## config.mk

```make
export PLATFORM = sky130hd
export DESIGN_NAME = rd_track
export DESIGN_NICKNAME = d
export VERILOG_FILES = /design/src/rtl/rd_track.sv
export SDC_FILE = /design/constraint.sdc
export NUM_CORES = 1
export LEC_CHECK = 0
export BUFFER_PORTS_ARGS = -buffer_cell sky130_fd_sc_hd__buf_2
export CAP_MARGIN = 20
export CORE_MARGIN = 5
export CORE_UTILIZATION = 49
export DETAILED_ROUTE_END_ITERATION = 10
export PLACE_DENSITY = 0.81
export RECOVER_POWER = 25
export SYNTH_ARGS = -nofsm -noshare
export SYNTH_HDL_FRONTEND = slang
export SYNTH_SLANG_ARGS = --single-unit
```

## constraint.sdc

```tcl
create_clock -name clk -period 2.7 [get_ports clk]
set_clock_uncertainty 0.05 [all_clocks]
set_input_delay 0.54 -clock clk [delete_from_list [all_inputs] [get_ports clk]]
set_output_delay 0.54 -clock clk [all_outputs]
set_load 0.05 [all_outputs]
```

## src/rtl/rd_track.sv

```systemverilog
module rd_track #(
  parameter int AW        = 32,
  parameter int BLK_BEATS = 4
) (
  input  logic          clk,
  input  logic          rst_n,
  input  logic          dual_en,
  input  logic          req_valid,
  input  logic [AW-1:0] req_addr,
  input  logic          req_instr,
  input  logic          req_block,
  input  logic [2:0]    req_len,
  output logic          req_ready,
  input  logic          swap_in,
  input  logic          resp_valid,
  output logic          cmpl,
  output logic          cmpl_slot,
  output logic [AW-1:0] fill_addr,
  output logic          fill_instr,
  output logic          fill_block,
  output logic [2:0]    fill_len,
  output logic          swap_err
);
  localparam int BW   = $clog2(BLK_BEATS);
  localparam int OFFW = BW + 3;

  logic [AW-1:0] e_addr [2];
  logic [2:0]    e_len  [2];
  logic [1:0]    e_instr, e_blk;
  logic [1:0]    vld, vld_n;
  logic          old, cur, sw1, sw2;
  logic [BW-1:0] beat;

  logic busy, both, tgt, hit, last, alloc, aslot;

  assign both   = (vld == 2'b11);
  assign busy   = (beat != '0);
  assign tgt    = busy ? cur : ((sw2 && both) ? ~old : old);
  assign hit    = resp_valid && vld[tgt];
  assign last   = !e_blk[tgt] || (beat == BW'(BLK_BEATS - 1));
  assign cmpl   = hit && last;
  assign cmpl_slot = tgt;

  assign req_ready = dual_en ? !both : (vld == 2'b00);
  assign alloc     = req_valid && req_ready;
  assign aslot     = vld[old] ? ~old : old;

  assign fill_addr  = e_blk[tgt] ? {e_addr[tgt][AW-1:OFFW], beat, 3'b000} : e_addr[tgt];
  assign fill_instr = e_instr[tgt];
  assign fill_block = e_blk[tgt];
  assign fill_len   = e_len[tgt];

  always_comb begin
    vld_n = vld;
    if (cmpl)  vld_n[tgt]   = 1'b0;
    if (alloc) vld_n[aslot] = 1'b1;
  end

  always_ff @(posedge clk) begin
    if (!rst_n) begin
      vld      <= '0;
      old      <= 1'b0;
      cur      <= 1'b0;
      sw1      <= 1'b0;
      sw2      <= 1'b0;
      beat     <= '0;
      swap_err <= 1'b0;
    end else begin
      vld      <= vld_n;
      sw1      <= swap_in;
      sw2      <= sw1;
      swap_err <= swap_in && !both;
      if (cmpl && tgt == old) old <= ~old;
      if (hit) begin
        if (!busy) cur <= tgt;
        beat <= last ? '0 : beat + BW'(1);
      end
    end
  end

  always_ff @(posedge clk) begin
    if (alloc) begin
      e_addr[aslot]  <= req_addr;
      e_len[aslot]   <= req_len;
      e_instr[aslot] <= req_instr;
      e_blk[aslot]   <= req_block;
    end
  end

  a_r1_single_cap: assert property (@(posedge clk) disable iff (!rst_n)
    !dual_en |-> $countones(vld) <= 1);
  a_r1_full_stall: assert property (@(posedge clk) disable iff (!rst_n)
    both |-> !req_ready);
  a_r3_swap_young: assert property (@(posedge clk) disable iff (!rst_n)
    (resp_valid && !busy && both && $past(swap_in, 2)) |-> (cmpl_slot != old));
  a_r4_cmpl_live: assert property (@(posedge clk) disable iff (!rst_n)
    cmpl |-> vld[cmpl_slot]);
  a_r6_freed: assert property (@(posedge clk) disable iff (!rst_n)
    cmpl |=> !vld[$past(cmpl_slot)]);
  a_r8_err_cause: assert property (@(posedge clk) disable iff (!rst_n)
    swap_err |-> ($past(swap_in) && $countones($past(vld)) < 2));
endmodule

```

==> impl_metrics.json <==
{
  "rr_worst_depth": 9,
  "num-nets-final": 342,
  "synth_compound_area_frac": 0.0702,
  "syn-num-nets": 233,
  "topRoutingLayerUsed": "met4",
  "yosys_warnings": 0,
  "synthCells": 188,
  "arrival_ns": 2.08,
  "final.setup.tns_ns": 0,
  "finalSetupViolations": 0,
  "final_common_cell": "edfxtp_1",
  "hold_viol": 0,
  "clock_path_buffers": 2,
  "insertion_delay_ns": 0.33,
  "io_pins": 84,
  "gp_congestion": 0.923,
  "slew_headroom": 0.638,
  "dp.cells": 349,
  "rows": 29,
  "dpl-instance-area_um2": 3850,
  "end_kind": "output port",
  "criticalPathCategory": "reg -> out",
  "synthFlopType": "edfxtp_1",
  "wirelength_met1_mm": 2.88,
  "min_to": "e_addr[1][23]",
  "fin_crit_ns": 2.67,
  "rsz0062_at_grt": "yes",
  "required_ns": 2.11,
  "power.leakage_uw": 0.00177,
  "hp-start": "req_addr[23]",
  "worst_path_largest_cell_delay_ns": 0.35,
  "drt_iter0_drc": 100,
  "wl_per_cell_um": 18.1,
  "path_clk_slew_ns": 0.08,
  "first_pass_iters": 4,
  "cts_hold_buffers": 0,
  "layoutNonFillerInstCount": 379,
  "antenna_found_initial": 0,
  "cts_made_buffers": 9,
  "die_x_um": 92.0,
  "port-buffer-count": 83,
  "drt_wl_total_mm": 6.87,
  "grt_max_degree": 21,
  "hp-class": "in -> reg",
  "status": "completed",
  "nFillCells": 450,
  "ctsRootBufferMaster": "clkbuf_8",
  "muxShareOfSynthArea": 0.117,
  "power_density_nw_per_um2": 1200,
  "wl_met3_um": 378,
  "fmax_mhz": 374,
  "tightest_slew_ns": 0.543,
  "startpoint_type": "flip-flop",
  "syn-cell-area_um2": 3300,
  "die_h_um": 92.0,
  "crit_fanout": 7,
  "synth_xor_area_frac": 0.0110,
  "drive_above_1_share": 0.553,
  "rr_startpoint": "beat[1]",
  "ys_seq_area_frac": 0.729,
  "vias": 2009,
  "synthAdderAreaFrac": 0.0106,
  "grt_pass1_vias": 2106,
  "gr-usage-all-layers": 0.165,
  "final_area_um2": 4530,
  "layout_common_cells": "edfxtp_1 (74), buf_2 (41), buf_6 (23), mux2_2 (20), buf_4 (17)",
  "drc_errors": 0,
  "gr-total-overflow": 0,
  "area_growth_pct": 37.5,
  "insertedDiodeCount": 0,
  "grt_pass1_wl_mm": 10.8,
  "core_area_um2": 6460,
  "synthSimpleGateAreaFrac": 0.0383,
  "cts_tree": "built",
  "die-area_um2": 8470,
  "dpl.hpwl_mm": 4.13,
  "min_path_cells": 1,
  "cp_slowest_cell": "mux2_2",
  "synth_top_family_by_area": "multiplexers",
  "synth_cell_types": 38,
  "ir_drop_mv": 0.705,
  "async_flop_share": 0,
  "syn_avg_cell_area_um2": 17.5,
  "synth_edf_count": 74,
  "drv_cap": 0,
  "crit_chain": "inv_2 > ha_4 > or2_4 > o21ai_4 > buf_16 > buf_12 > mux2_2 > buf_6",
  "total_power_uw": 5440,
  "maxSlewViolCount": 0,
  "met2WireLength_mm": 3.56,
  "synth-seq-cells": 83,
  "post-route-period-util": 0.990,
  "reg2reg_setup_slack_ns": 0.60,
  "rr_endpoint": "old",
  "cts.sink_count": 83,
  "initial_core_util": 0.510,
  "vias_per_cell": 5.30,
  "ant_nets": 0,
  "htreeDepth": 3
}
-- cell usage after synthesis (all sizes together) (3+ instances only) --
cell type / count / area (µm²)
nand2: 6 / 22.5
buf: 5 / 43.8
a21oi: 6 / 30.0
o211ai: 6 / 45.0
o32ai: 3 / 26.3
inv: 10 / 37.5
o21ai: 3 / 26.3
edfxtp: 74 / 2220
dfxtp: 9 / 180
mux2: 32 / 360
nand2b: 3 / 18.8
a21boi: 3 / 22.5
-- per-layer routing --
metal,global-route usage,up-vias
met2,0.268,65
met3,0.0499,6
met4,0.0483,0
li1,-,957
met1,0.217,981
met5,0,-
-- registers in the layout, indices dropped and copies added, names as in the netlist --
signal / count
sw2: 1
e_blk: 2
vld: 2
old: 1
e_len: 6
e_addr: 64
cur: 1
beat: 2
swap_err: 1
sw1: 1
e_instr: 2
-- critical path, delay by kind of cell, from the launching register on --
family	cells	cell delay, ns
AO/OA/AOI/OAI	1	0.12
buffers and inverters	4	0.50
multiplexers	1	0.35
adder cells (fa/ha/maj)	1	0.18
AND/OR/NAND/NOR	1	0.26
flip-flops	1	0.34
-- through the flow --
step                 util  hold slack [ns]  setup slack [ns]
global route        0.702            0.313           -0.0369
floorplan               -            0.362            -0.189
CTS                 0.691            0.321           0.00606
detailed placement  0.596            0.383             0.179
finish              0.702            0.335            0.0274
global placement    0.596            0.366             0.212
-- how the worst max path moves through the flow --
stage            start            end  slack (ns)  depth (start not counted)
2_1_floorplan  beat[0]   fill_addr[3]       -0.19                          7
3_3_place_gp   beat[0]  fill_addr[29]        0.21                          7
3_5_place_dp   beat[0]     fill_block        0.18                          7
4_1_cts        beat[1]   fill_addr[6]       0.006                          8
5_1_grt        beat[0]  fill_addr[14]       -0.04                          8
6_report       beat[1]  fill_addr[14]        0.03                          8
-- repair_timing --
item,in CTS,in global routing
buffers inserted,8,6
setup endpoints to repair,38,35
cloned,2,0
gates resized for setup,89,24
pin swaps,3,2
-- layout make-up --
class	count	area (µm²)	share of cell area
flip-flops and latches	83	2410	0.532
multi-input cells	90	905	0.200
repair buffers	103	871	0.192
clock buffers	11	131	0.0290
well taps	77	96.3	0.0213
clock inverters	5	77.6	0.0171
inverters	10	40.0	0.00883
-- kinds of logic after synthesis --
logic type      after synthesis
xor+xnor                      2
mux                          34
compound gates               30
fa+ha+maj                     3
flops                        83
simple gates                 21
buf+inv                      15
-- power breakdown --
part           total, µW  internal [µW]  switching (µW)
combinational       2770           1130            1650
sequential          1740           1660            79.8
clock                931            519             412
No activity file was read; power rests on OpenSTA's default activity.
